**src/rtl/nor_cmd_pkg.sv**
```systemverilog
package nor_cmd_pkg;
  localparam int OUT_BYTES = 6;
  localparam int RX_BYTES  = 3;
  localparam int ADDR_W    = 4;

  localparam logic [ADDR_W-1:0] A_CMD  = 4'd0;
  localparam logic [ADDR_W-1:0] A_CNT  = 4'd1;
  localparam logic [ADDR_W-1:0] A_STAT = 4'd2;
  localparam logic [ADDR_W-1:0] A_LOCK = 4'd3;
  localparam logic [ADDR_W-1:0] A_OUT0 = 4'd4;
  localparam logic [ADDR_W-1:0] A_RB0  = A_OUT0 + ADDR_W'(OUT_BYTES);

  localparam logic [7:0] CMD_PRG    = 8'h04;
  localparam logic [7:0] CMD_RDST   = 8'h02;
  localparam logic [7:0] CMD_WRST   = 8'h20;
  localparam logic [7:0] UNLOCK_KEY = 8'h30;
  localparam logic [7:0] OPC_RDSR   = 8'h05;
  localparam logic [7:0] OPC_WRSR   = 8'h01;

  typedef enum logic [1:0] {OP_PRG, OP_RDST, OP_WRST} op_e;
endpackage

```
**src/rtl/nor_cmd_regs.sv**
```systemverilog
module nor_cmd_regs
  import nor_cmd_pkg::*;
#(
  parameter int OUT_B = OUT_BYTES,
  parameter int RX_B  = RX_BYTES,
  parameter int CNT_W = 8
) (
  input  logic                clk_i,
  input  logic                rst_ni,
  input  logic                wr_i,
  input  logic [ADDR_W-1:0]   addr_i,
  input  logic [7:0]          wdata_i,
  output logic [7:0]          rdata_o,
  input  logic                done_i,
  input  logic [8*RX_B-1:0]   rx_i,
  output logic                start_o,
  output op_e                 op_o,
  output logic [8*OUT_B-1:0]  tx_o,
  output logic [CNT_W-1:0]    cnt_o,
  output logic [7:0]          cmd_o,
  output logic                unlocked_o
);
  logic [7:0]       cmd_q, stat_q;
  logic [CNT_W-1:0] cnt_q;
  logic             unlock_q;
  logic [7:0]       out_q [OUT_B];
  logic             legal;

  assign legal   = (wdata_i == CMD_PRG) || (wdata_i == CMD_RDST) || (wdata_i == CMD_WRST);
  assign start_o = wr_i && (addr_i == A_CMD) && unlock_q && (cmd_q == 8'h00) && legal;

  always_comb begin
    unique case (wdata_i)
      CMD_RDST: op_o = OP_RDST;
      CMD_WRST: op_o = OP_WRST;
      default:  op_o = OP_PRG;
    endcase
  end

  always_ff @(posedge clk_i or negedge rst_ni) begin
    if (!rst_ni) begin
      cmd_q    <= '0;
      stat_q   <= '0;
      cnt_q    <= '0;
      unlock_q <= 1'b0;
    end else begin
      if (done_i) begin
        cmd_q <= '0;
        if (cmd_q == CMD_RDST) stat_q <= rx_i[7:0];
      end else if (start_o) begin
        cmd_q <= wdata_i;
      end
      if (wr_i && addr_i == A_CNT)  cnt_q    <= CNT_W'(wdata_i);
      if (wr_i && addr_i == A_LOCK) unlock_q <= (wdata_i == UNLOCK_KEY);
    end
  end

  for (genvar g = 0; g < OUT_B; g++) begin : g_out
    always_ff @(posedge clk_i or negedge rst_ni) begin
      if (!rst_ni)                                      out_q[g] <= '0;
      else if (wr_i && addr_i == A_OUT0 + ADDR_W'(g))   out_q[g] <= wdata_i;
    end
    assign tx_o[8*g +: 8] = out_q[g];
  end

  always_comb begin
    rdata_o = '0;
    unique case (addr_i)
      A_CMD:   rdata_o = cmd_q;
      A_CNT:   rdata_o = 8'(cnt_q);
      A_STAT:  rdata_o = stat_q;
      A_LOCK:  rdata_o = {7'b0, unlock_q};
      default: begin
        for (int i = 0; i < OUT_B; i++)
          if (addr_i == A_OUT0 + ADDR_W'(i)) rdata_o = out_q[i];
        for (int i = 0; i < RX_B; i++)
          if (addr_i == A_RB0 + ADDR_W'(i)) rdata_o = rx_i[8*i +: 8];
      end
    endcase
  end

  assign cnt_o      = cnt_q;
  assign cmd_o      = cmd_q;
  assign unlocked_o = unlock_q;
endmodule

```
**src/rtl/nor_cmd_timer.sv**
```systemverilog
module nor_cmd_timer #(
  parameter int DIV = 4
) (
  input  logic clk_i,
  input  logic rst_ni,
  input  logic clr_i,
  input  logic en_i,
  input  logic wrap_half_i,
  output logic half_o,
  output logic full_o
);
  localparam int HALF = DIV / 2;
  localparam int DC_W = $clog2(DIV) + 1;

  logic [DC_W-1:0] cnt_q;

  assign half_o = (cnt_q == DC_W'(HALF - 1));
  assign full_o = (cnt_q == DC_W'(DIV - 1));

  always_ff @(posedge clk_i or negedge rst_ni) begin
    if (!rst_ni)                    cnt_q <= '0;
    else if (clr_i)                 cnt_q <= '0;
    else if (en_i) begin
      if (wrap_half_i && half_o)    cnt_q <= '0;
      else                          cnt_q <= cnt_q + 1'b1;
    end
  end
endmodule

```
**src/rtl/nor_cmd_engine.sv**
```systemverilog
module nor_cmd_engine
  import nor_cmd_pkg::*;
#(
  parameter int DIV   = 4,
  parameter int OUT_B = OUT_BYTES,
  parameter int RX_B  = RX_BYTES,
  parameter int CNT_W = 8
) (
  input  logic               clk_i,
  input  logic               rst_ni,
  input  logic               start_i,
  input  op_e                op_i,
  input  logic [8*OUT_B-1:0] tx_i,
  input  logic [CNT_W-1:0]   cnt_i,
  input  logic               miso_i,
  output logic               cs_no,
  output logic               sck_o,
  output logic               mosi_o,
  output logic [8*RX_B-1:0]  rx_o,
  output logic               done_o,
  output logic               busy_o
);
  localparam int TX_W = 8 * OUT_B;
  localparam int RX_W = 8 * RX_B;
  localparam int N_W  = $clog2(TX_W + 1);

  typedef enum logic [1:0] {S_IDLE, S_SHIFT, S_TAIL} st_e;

  st_e             st_q;
  logic [TX_W-1:0] tx_q, tx_sel;
  logic [RX_W-1:0] rx_q;
  logic [N_W-1:0]  left_q, n_sel;
  logic            cs_q, sck_q, done_q;
  logic            half, full, last_fall;

  always_comb begin
    unique case (op_i)
      OP_RDST: begin
        tx_sel = {OPC_RDSR, {(TX_W-8){1'b0}}};
        n_sel  = N_W'(16);
      end
      OP_WRST: begin
        tx_sel = {OPC_WRSR, tx_i[TX_W-1 -: 8], {(TX_W-16){1'b0}}};
        n_sel  = N_W'(16);
      end
      default: begin
        tx_sel = tx_i;
        n_sel  = (int'(cnt_i) > TX_W) ? N_W'(TX_W) : N_W'(cnt_i);
      end
    endcase
  end

  assign last_fall = (st_q == S_SHIFT) && half && sck_q && (left_q == N_W'(1));

  nor_cmd_timer #(.DIV(DIV)) u_timer (
    .clk_i       (clk_i),
    .rst_ni      (rst_ni),
    .clr_i       ((st_q == S_IDLE) || last_fall),
    .en_i        (st_q != S_IDLE),
    .wrap_half_i (st_q == S_SHIFT),
    .half_o      (half),
    .full_o      (full)
  );

  always_ff @(posedge clk_i or negedge rst_ni) begin
    if (!rst_ni) begin
      st_q   <= S_IDLE;
      tx_q   <= '0;
      rx_q   <= '0;
      left_q <= '0;
      cs_q   <= 1'b1;
      sck_q  <= 1'b0;
      done_q <= 1'b0;
    end else begin
      done_q <= 1'b0;
      unique case (st_q)
        S_IDLE: if (start_i) begin
          if (n_sel == '0) begin
            done_q <= 1'b1;
          end else begin
            st_q   <= S_SHIFT;
            cs_q   <= 1'b0;
            tx_q   <= tx_sel;
            left_q <= n_sel;
            rx_q   <= '0;
          end
        end
        S_SHIFT: if (half) begin
          if (!sck_q) begin
            sck_q <= 1'b1;
            rx_q  <= {rx_q[RX_W-2:0], miso_i};
          end else begin
            sck_q  <= 1'b0;
            tx_q   <= tx_q << 1;
            left_q <= left_q - 1'b1;
            if (left_q == N_W'(1)) st_q <= S_TAIL;
          end
        end
        S_TAIL: if (full) begin
          cs_q   <= 1'b1;
          st_q   <= S_IDLE;
          done_q <= 1'b1;
        end
        default: st_q <= S_IDLE;
      endcase
    end
  end

  assign cs_no  = cs_q;
  assign sck_o  = sck_q;
  assign mosi_o = ~cs_q & tx_q[TX_W-1];
  assign rx_o   = rx_q;
  assign done_o = done_q;
  assign busy_o = (st_q != S_IDLE);
endmodule

```
**src/rtl/nor_cmd_shifter.sv**
```systemverilog
module nor_cmd_shifter
  import nor_cmd_pkg::*;
#(
  parameter int SCK_DIV = 4,
  parameter int CNT_W   = 8
) (
  input  logic              clk_i,
  input  logic              rst_ni,
  input  logic              reg_wr_i,
  input  logic [ADDR_W-1:0] reg_addr_i,
  input  logic [7:0]        reg_wdata_i,
  output logic [7:0]        reg_rdata_o,
  output logic              spi_cs_no,
  output logic              spi_sck_o,
  output logic              spi_mosi_o,
  input  logic              spi_miso_i
);
  logic                   start_w, done_w, busy_w, unlocked_w;
  op_e                    op_w;
  logic [8*OUT_BYTES-1:0] tx_w;
  logic [8*RX_BYTES-1:0]  rx_w;
  logic [CNT_W-1:0]       cnt_w;
  logic [7:0]             cmd_w;

  nor_cmd_regs #(.OUT_B(OUT_BYTES), .RX_B(RX_BYTES), .CNT_W(CNT_W)) u_regs (
    .clk_i      (clk_i),
    .rst_ni     (rst_ni),
    .wr_i       (reg_wr_i),
    .addr_i     (reg_addr_i),
    .wdata_i    (reg_wdata_i),
    .rdata_o    (reg_rdata_o),
    .done_i     (done_w),
    .rx_i       (rx_w),
    .start_o    (start_w),
    .op_o       (op_w),
    .tx_o       (tx_w),
    .cnt_o      (cnt_w),
    .cmd_o      (cmd_w),
    .unlocked_o (unlocked_w)
  );

  nor_cmd_engine #(.DIV(SCK_DIV), .OUT_B(OUT_BYTES), .RX_B(RX_BYTES), .CNT_W(CNT_W)) u_engine (
    .clk_i   (clk_i),
    .rst_ni  (rst_ni),
    .start_i (start_w),
    .op_i    (op_w),
    .tx_i    (tx_w),
    .cnt_i   (cnt_w),
    .miso_i  (spi_miso_i),
    .cs_no   (spi_cs_no),
    .sck_o   (spi_sck_o),
    .mosi_o  (spi_mosi_o),
    .rx_o    (rx_w),
    .done_o  (done_w),
    .busy_o  (busy_w)
  );
endmodule

```
**config.mk**
```make
export PLATFORM = sky130hd
export DESIGN_NAME = nor_cmd_shifter
export DESIGN_NICKNAME = d
export VERILOG_FILES = /design/src/rtl/nor_cmd_pkg.sv /design/src/rtl/nor_cmd_regs.sv /design/src/rtl/nor_cmd_timer.sv /design/src/rtl/nor_cmd_engine.sv /design/src/rtl/nor_cmd_shifter.sv
export SDC_FILE = /design/constraint.sdc
export NUM_CORES = 1
export LEC_CHECK = 0
export BUFFER_PORTS_ARGS = -buffer_cell sky130_fd_sc_hd__buf_2
export CAP_MARGIN = 20
export CELL_PAD_IN_SITES_DETAIL_PLACEMENT = 0
export CELL_PAD_IN_SITES_GLOBAL_PLACEMENT = 1
export CORE_MARGIN = 2
export CORE_UTILIZATION = 45
export CTS_CLUSTER_DIAMETER = 200
export CTS_CLUSTER_SIZE = 8
export DETAILED_ROUTE_END_ITERATION = 7
export PLACE_DENSITY_LB_ADDON = 0.1
export SKIP_CTS_REPAIR_TIMING = 1
export SYNTH_ARGS = -nofsm -noshare
export SYNTH_HDL_FRONTEND = slang
export SYNTH_SLANG_ARGS = --single-unit
```
**constraint.sdc**
```tcl
create_clock -name clk_i -period 2.59 [get_ports clk_i]
set_input_delay 0.518 -clock clk_i [delete_from_list [all_inputs] [get_ports clk_i]]
set_output_delay 0.518 -clock clk_i [all_outputs]
set_load 0.02 [all_outputs]
```
[Word-level counts from Yosys, hierarchy flattened]
Index checks and enable logic that the tools add are counted.
Word-level totals
  input port bits: 16
  logic and storage cells: 138
  bits in registers: 159
  output and inout bits: 11
Operators by class
  $lt $le $gt $ge: 1
  equal/unequal tests: 31
  bitwise logic cells: 2
  reduce and logical (&&, ||, !) cells: 34
  mux-type cells: 50
  add/sub/neg operators: 2
Operators by type and width (count)
  2-to-1 mux 48 bit: 4
  case mux 48 bit (2 select lines): 2
  2-to-1 mux 24 bit: 4
  2-to-1 mux 8 bit: 11
  case mux 24 bit (2 select lines): 1
  2-to-1 mux 6 bit: 6
  case mux 8 bit (4 select lines): 1
  equality test 4 bit, second input constant: 5
  equality test 4 x 3 -> 1 bit, second input constant: 4
  equality test 8 x 2 -> 1 bit, second input constant: 2
  equality test 8 x 6 -> 1 bit, second input constant: 2
  logical AND 1 bit: 15
  2-to-1 mux 2 bit: 6
  case mux 6 bit (2 select lines): 1
  AND reduction 5 bit: 2
  nonzero test 2 bit: 5
  2-to-1 mux 3 bit: 3
  equality test 4 x 2 -> 1 bit, second input constant: 2
  equality test 8 x 3 -> 1 bit, second input constant: 1
  greater-than comparator 8 x 6 -> 1 bit, second input constant: 1
  zero test 8 bit: 1
  inequality test 2 x 1 -> 1 bit, second input constant: 4
  2-to-1 mux 1 bit: 7
  equality test 6 x 1 -> 1 bit, second input constant: 1
  other kinds (21): 29

[Depth between registers and ports, before layout]
Gate-level depths: netlist of run 1.
  word-level depth: 11
  gate-level depth with buffers: 12

[Modules after synthesis]
From an unflattened synthesis of run 1, not the netlist that was laid out.
Second synthesis, totals
  cells, all modules: 744
  area, all modules: 8157.8 um2
Modules (own cells, without submodules)
  nor_cmd_engine: cells each 416, instances 1, area each 4200.3 um2
  nor_cmd_regs: cells each 310, instances 1, area each 3761.1 um2
  nor_cmd_timer: cells each 18, instances 1, area each 196.4 um2

[Least setup slack after synthesis of run 1]
Ideal clock, no wire load.
  path kind: input to register
  start: in reg_wdata_i[0]
  end: reg u_engine.rx_q[3], in the netlist u_engine.rx_o[3]
  buffers on the path: 1
  library setup time: 66 ps
  data required time: 2524 ps
  data arrival time: 2993 ps
  path slack: -469 ps
  stages on the path: 11
  path through: nor4_2 -> or2b_1 -> nor2_1 -> nand3b_1 -> ha_1 -> nor3b_1 -> and3_1 -> nor2_1 -> a31oi_1 -> buf_2 -> a22o_1
Between the ends
  word-level cells in the longest chain between the ends: 8
RTL lines
  from (decl): line nor_cmd_shifter.sv:11  | input logic [7:0] reg_wdata_i,
  equality test 8 x 6 -> 1 bit or equality test 8 x 2 -> 1 bit (tied branches): line nor_cmd_regs.sv:29, nor_cmd_regs.sv:33
  case mux 2 bit (2 select lines): line nor_cmd_regs.sv:33  | unique case (wdata_i)
  equality test 2 x 1 -> 1 bit or equality test 2 bit (tied branches): line nor_cmd_engine.sv:37  | unique case (op_i)
  OR reduction 2 bit (no line)
  2-to-1 mux 6 bit: line nor_cmd_engine.sv:37
  zero test 6 bit: line nor_cmd_engine.sv:78  | if (n_sel == '0) begin
  inequality test 2 bit (no line)
  AND reduction 5 bit (no line) *
  to (signal assigned): line nor_cmd_engine.sv:91  | rx_q <= {rx_q[RX_W-2:0], miso_i};
  to (decl): line nor_cmd_engine.sv:31  | logic [RX_W-1:0] rx_q;
Mark *: on every way between the ends. The rest lies on a longest branch, timed or not.
A chain may end at the register's enable or synchronous reset.

[Worst setup path after layout of run 1]
  start: in reg_wdata_i[6]
  end: reg u_engine.rx_q[19], in the netlist u_engine.rx_o[19]
The elaborated chain is that of the path after synthesis.

==> flow_metrics.tcl, run 1 <==
set metrics [dict create \
    fin_skew_ns 0.00916 \
    path_class "in2reg" \
    antenna_violating_nets_post_route 0 \
    cts_tree "built" \
    ys.warnings.count 0 \
    die_x_microns 138 \
    crit_path_start_kind "input port" \
    critPathMaxFanout 6 \
    core_region_area_sq_um 17400 \
    die_height_microns 138 \
    vias_per_cell 5.94 \
    portBuffers 26 \
    drive_gt1_share_pct 31.6 \
    maxSlewViolCount 0 \
    htree_levels 4 \
    area_growth_pct 24.2 \
    timing.final.ws_setup_ns -0.0504 \
    drv_cap 0 \
    yosysSeqAreaShare_pct 49.4 \
    avgSynthCellArea_sq_um 10.5 \
    clockBufferDepth 2 \
    power_w 0.00636 \
    syn_nets 789 \
    critPathRequiredTime_ns 2.91 \
    irDropWorstVdd_v 0.000427 \
    antenna_cells 0 \
    tns_ns -0.432 \
    die-area_sq_um 19000 \
    finalCritPeriodShare_pct 102 \
    grt_overflow 0 \
    whs_ns 0.0625 \
    tightestPinTransition_ns 0.655 \
    slew_headroom_pct 56.2 \
    finalWeightedCongestion 0.860 \
    vias 6460 \
    synth_area_sq_um 8060 \
    synthArstFlopShare_pct 100 \
    p_per_area_nw_per_um2 636 \
    dr.pass1.iters 5 \
    end_kind "flop" \
    violations "negative setup slack" \
    synth_largest_type_area_fraction_pct 49.1 \
    setup_viol 20 \
    io_pins 27 \
    fillers 1522 \
    cts_num_sinks 159 \
    finalWirelength_microns 23300 \
    drt-initial-drc-count 561 \
    route.detailed.drc 0 \
    seqCellArea_sq_um 3980 \
    hold_viol_final 0 \
    grt_start_max_net_pins 59 \
    dp_hpwl_microns 16300 \
    worstHoldPathType "in2async" \
    rsz0062_at_grt "yes" \
    numCtsBuffers 17 \
    synthCells 766 \
    start_util_pct 46.3 \
    ys_types 59 \
    rows 48 \
    grt_first_pass_wirelength_microns 35900 \
    nets 873 \
    wire_per_inst_microns 21.4 \
    ys_seq_elements 159 \
    antenna_found_initial 0 \
    status "complete, but fails checks" \
    clock_latency_ns 0.43 \
    synth_top_cell_by_area "dfrtp_1" \
    max_freq_mhz 379 \
    grtUsageTotal_pct 25.3 \
    multi_input_area_sq_um 3940 \
    period_minus_slack_ns 2.64 \
    clk_pin_slew_ns 0.06 \
    cp.arrival_ns 2.96 \
    ys_top_cells_by_area "dfrtp_1 (49%), mux2_2 (9.4%), nand3_1 (5.0%)" \
    ys.flop_type "dfrtp_1" \
    p_leak_nw 4.44 \
    first_global_vias 6272 \
    clock-root-buffer "clkbuf_16" \
    synth_edf_count 0 \
]
-- metrics by stage --
| stage | area (sq um) | utilization, % | cells | setup slack, ns |
|---|---|---|---|---|
| global route | 10000 | 57.5 | 1088 | -0.139 |
| detailed placement | 9040 | 51.9 | 1044 | -0.489 |
| CTS | 9660 | 55.5 | 1076 | -0.0652 |
| finish | 10000 | 57.5 | 1088 | -0.0504 |
| global placement | 9040 | 51.9 | 1044 | -0.428 |
| floorplan | 8130 | - | 766 | -0.191 |
-- worst max-delay path, stage by stage --
cell,delay (ns)
buf_8,0.10
nor4_4,0.29
or2b_1,0.29
nor2_2,0.11
buf_4,0.12
nand2_2,0.05
inv_2,0.07
ha_4,0.19
nor3b_4,0.15
and3_4,0.19
nor2_4,0.15
buf_6,0.12
a31oi_4,0.08
buf_12,0.17
clkbuf_16,0.15
a22o_1,0.19
-- registers in the layout (all words and copies together), names as in the netlist --
| register | cells |
|---|---|
| u_engine.tx_q | 48 |
| u_regs.tx_o | 48 |
| u_engine.rx_o | 24 |
| u_regs.cmd_o | 8 |
| u_regs.cnt_o | 8 |
| u_regs.stat_q | 8 |
| u_engine.left_q | 6 |
| u_engine.u_timer.cnt_q | 3 |
| u_engine.st_q | 2 |
| u_engine.cs_no | 1 |
| u_engine.done_o | 1 |
| u_engine.sck_o | 1 |
| u_regs.unlocked_o | 1 |
-- metal layers --
layer | track usage [%] | vias to the layer above | wire length [microns]
met4 | 6.18 | 0 | 254
met2 | 40.2 | 163 | 11100
met5 | 0 | - | 0
met3 | 5.08 | 19 | 997
met1 | 35.9 | 3316 | 10900
li1 | - | 2962 | -
-- placed cells by master, fill, tap and decap left out, types with 6 or more instances in the layout --
cell type,count
a21oi_1,27
a22o_1,26
buf_12,10
buf_2,18
buf_4,74
buf_6,10
clkbuf_16,21
clkinv_4,6
dfrtp_1,158
ha_1,6
inv_1,16
mux2_2,64
mux2_4,12
mux2i_1,18
mux4_2,7
nand2_1,82
nand2b_1,8
nand3_1,76
nor2_1,35
nor2b_1,8
o21ai_0,28
o22a_1,34
o22ai_1,10
-- power by group --
part           internal, W  switching, W
Sequential         0.00270      0.000243
Combinational     0.000391      0.000367
Clock              0.00160       0.00106
-- cell usage after synthesis, types with 3 or more instances --
| library cell | instances |
|---|---|
| buf_1 | 4 |
| mux2_2 | 67 |
| mux4_2 | 7 |
| o31ai_1 | 6 |
| mux2_4 | 9 |
| a21oi_1 | 28 |
| o22ai_1 | 10 |
| nor2b_1 | 9 |
| dfrtp_1 | 158 |
| buf_2 | 4 |
| o22a_1 | 34 |
| ha_1 | 7 |
| nand4_1 | 4 |
| inv_1 | 17 |
| nand2b_1 | 9 |
| a32o_1 | 3 |
| nand3b_1 | 4 |
| clkbuf_1 | 42 |
| nor2_1 | 39 |
| and2_1 | 6 |
| buf_4 | 4 |
| o221ai_1 | 4 |
| o21ai_0 | 35 |
| mux2i_1 | 18 |
| nor3_1 | 6 |
| nand2_1 | 83 |
| a22o_1 | 26 |
| nand3_1 | 80 |
| o2bb2ai_1 | 3 |
-- final timing paths --
| path | from | end | slack [ns] | cells past startpoint |
|---|---|---|---|---|
| worst max-delay path | reg_wdata_i[6] | u_engine.rx_o[19]$_DFFE_PN0P_ | -0.05 | 16 |
| worst min-delay path | rst_ni | u_engine.u_timer.cnt_q[0]$_DFFE_PN0P_ | 0.06 | 1 |
| worst max register to register | u_regs.cmd_o[5]$_DFFE_PN0P_ | u_engine.tx_q[37]$_DFFE_PN0P_ | 0.27 | 6 |
| worst min register to register | u_engine.u_timer.cnt_q[0]$_DFFE_PN0P_ | u_engine.u_timer.cnt_q[0]$_DFFE_PN0P_ | 0.47 | 1 |
| max in group asynchronous | rst_ni | u_regs.tx_o[35]$_DFFE_PN0P_ | 1.85 | 2 |
| min in group clk_i | spi_miso_i | u_engine.rx_o[0]$_DFFE_PN0P_ | 0.33 | 2 |
-- cell families (layout without fill, tap and decap cells) --
logic type               after synthesis  in the layout  share of synthesized area (%)
AO/OA/AOI/OAI                        167            167                           14.8
flip-flops                           159            159                           49.4
buffers and inverters                 72            169                           3.74
AND/OR/NAND/NOR                      259            259                           15.6
XOR/XNOR                               1              1                          0.109
multiplexers                         101            101                           15.2
adder cells (fa/ha/maj)                7              7                           1.09
-- final cells by class --
cell class / instances / share of cell area, %
sequential: 159 / 39.8
multi-input combinational: 535 / 39.4
timing repair buffer: 120 / 11.1
clock buffer: 21 / 4.70
tap: 225 / 2.81
clock inverter: 11 / 1.58
inverter: 17 / 0.638
No activity file was read; power rests on OpenSTA's default activity.
==> inputs of run 2 (changes only) <==
- CORE_UTILIZATION: 45 -> 47
- CTS_BUF_LIST: default -> sky130_fd_sc_hd__clkbuf_8
==> run 2 against run 1 <==
  * The flow still finishes with violations (negative setup slack)
  * Combinational power fell by 3.4%
  * Global-route usage increased by 0.32 points
  * Worst hold slack improved by 0.22 ns
  * Clock power is 30% lower
  * Clock skew grew 0.0054 ns
  * Largest power group unchanged
  * Largest cell class unchanged
  * Highest routed layer unchanged
  * Register-to-register slack about the same
  * Critical path depth down 13
  * Maximum frequency rose by 0.32%
  * Cell area shrank 5.1%
  * Critical endpoint is now reg_rdata_o[6]
  * Cell count down 2.1%
  * Count of clock-buffer cells in the layout down 1
==> flow_metrics.tcl, run 2 (same netlist as run 1, synthesis figures left out) <==
set metrics [dict create \
    antenna_found_initial 0 \
    start_util_pct 48.3 \
    grtUsageTotal_pct 25.7 \
    grt_start_max_net_pins 58 \
    route.detailed.drc 0 \
    cpMostUsedCell "mux4_2" \
    die-area_sq_um 18200 \
    tightestPinTransition_ns 0.479 \
    multi_input_area_sq_um 3890 \
    cts_num_sinks 159 \
    maxSlewViolCount 0 \
    finalCritPeriodShare_pct 102 \
    slew_headroom_pct 67.8 \
    p_per_area_nw_per_um2 582 \
    max_freq_mhz 380 \
    vias 6417 \
    drt-initial-drc-count 494 \
    critical-path-top-delay-family "multiplexers" \
    hold_viol_final 0 \
    area_growth_pct 17.8 \
    status "complete, but fails checks" \
    antenna_violating_nets_post_route 0 \
    rows 47 \
    fillers 1498 \
    dp_hpwl_microns 16000 \
    crit_path_start_kind "flop" \
    period_minus_slack_ns 2.63 \
    io_pins 27 \
    grt_first_pass_wirelength_microns 35600 \
    vias_per_cell 6.03 \
    drv_cap 0 \
    finalWeightedCongestion 0.890 \
    portBuffers 26 \
    htree_levels 4 \
    end_kind "output port" \
    clock-root-buffer "clkbuf_8" \
    clock_latency_ns 0.47 \
    grt_overflow 0 \
    worstHoldPathType "in2reg" \
    worst-path-buf-inv 1 \
    numCtsBuffers 17 \
    cp.arrival_ns 2.11 \
    slowest_stage "mux4_2" \
    final_cell_mix "dfrtp_1 (157), nand2_1 (83), nand3_1 (80), mux2_2 (67), buf_4 (67)" \
    cpPeakStageDelay_ns 0.55 \
    clockBufferDepth 2 \
    clk_pin_slew_ns 0.09 \
    critPathMaxFanout 3 \
    critPathRequiredTime_ns 2.07 \
    dr.pass1.iters 5 \
    path_cells "mux4_2, mux4_2, buf_6" \
    setup_viol 1 \
    dp_cells 1029 \
    antenna_cells 0 \
    fin_cells 1065 \
    cts_tree "built" \
    wire_per_inst_microns 21.2 \
    whs_ns 0.279 \
    drive_gt1_share_pct 29.2 \
    fin_skew_ns 0.0146 \
    path_class "reg2out" \
    finalWirelength_microns 22500 \
    first_global_vias 6286 \
    nets 857 \
    rsz0062_at_grt "yes" \
    seqCellArea_sq_um 3980 \
    die_height_microns 135 \
    violations "negative setup slack" \
    irDropWorstVdd_v 0.000415 \
    final_common_cell "dfrtp_1" \
    core_region_area_sq_um 16700 \
    die_x_microns 135 \
    timing.final.ws_setup_ns -0.0419 \
    p_leak_nw 4.18 \
]
[run 2: through the flow]
stage,setup slack (ns),power [W],area (sq um),TNS [ns],util (%)
after floorplan,-0.191,0.00332,8130,-7.14,-
after global placement,-0.413,0.00366,8930,-29.23,53.5
after detailed placement,-0.468,0.00368,8930,-32.36,53.5
after CTS,-0.150,0.00553,9320,-0.639,55.8
after global routing,-0.0844,0.00576,9500,-0.389,56.9
final,-0.0419,0.00552,9500,-0.0419,56.9
[run 2: where the power goes]
group	switching (W)	leakage, nW	total [W]	internal, W
sequential	0.000240	1.89	0.00293	0.00270
clock	0.000939	0.189	0.00186	0.000918
combinational	0.000358	2.10	0.000732	0.000374
[run 2: final cells by class]
class                      count  share of cell area (%)
clock buffer                  20                    2.90
clock inverter                10                    1.20
inverter                      17                   0.672
multi-input combinational    535                    41.0
sequential                   159                    41.9
tap                          220                    2.90
timing repair buffer         104                    9.45
[run 2: final timing paths]
check	from	to	slack, ns	depth (start not counted)
worst max register to register	u_regs.cmd_o[5]$_DFFE_PN0P_	u_engine.tx_q[33]$_DFFE_PN0P_	0.27	6
worst min-delay path	spi_miso_i	u_engine.rx_o[0]$_DFFE_PN0P_	0.28	2
min in group asynchronous	rst_ni	u_engine.left_q[5]$_DFFE_PN0P_	0.55	2
max in group asynchronous	rst_ni	u_engine.tx_q[23]$_DFFE_PN0P_	1.21	3
worst min register to register	u_engine.u_timer.cnt_q[0]$_DFFE_PN0P_	u_engine.u_timer.cnt_q[0]$_DFFE_PN0P_	0.47	1
worst max-delay path	u_regs.tx_o[30]$_DFFE_PN0P_	reg_rdata_o[6]	-0.04	3
[run 2: layer usage]
| layer | share of wire, % | vias to the layer above | GRT usage, % | routed length (microns) |
|---|---|---|---|---|
| met3 | 4.5 | 23 | 5.48 | 1020 |
| li1 | - | 2934 | - | - |
| met1 | 47 | 3310 | 37.7 | 10600 |
| met4 | 1.5 | 0 | 6.42 | 337 |
| met5 | 0 | - | 0 | 0 |
| met2 | 47 | 150 | 39.0 | 10500 |
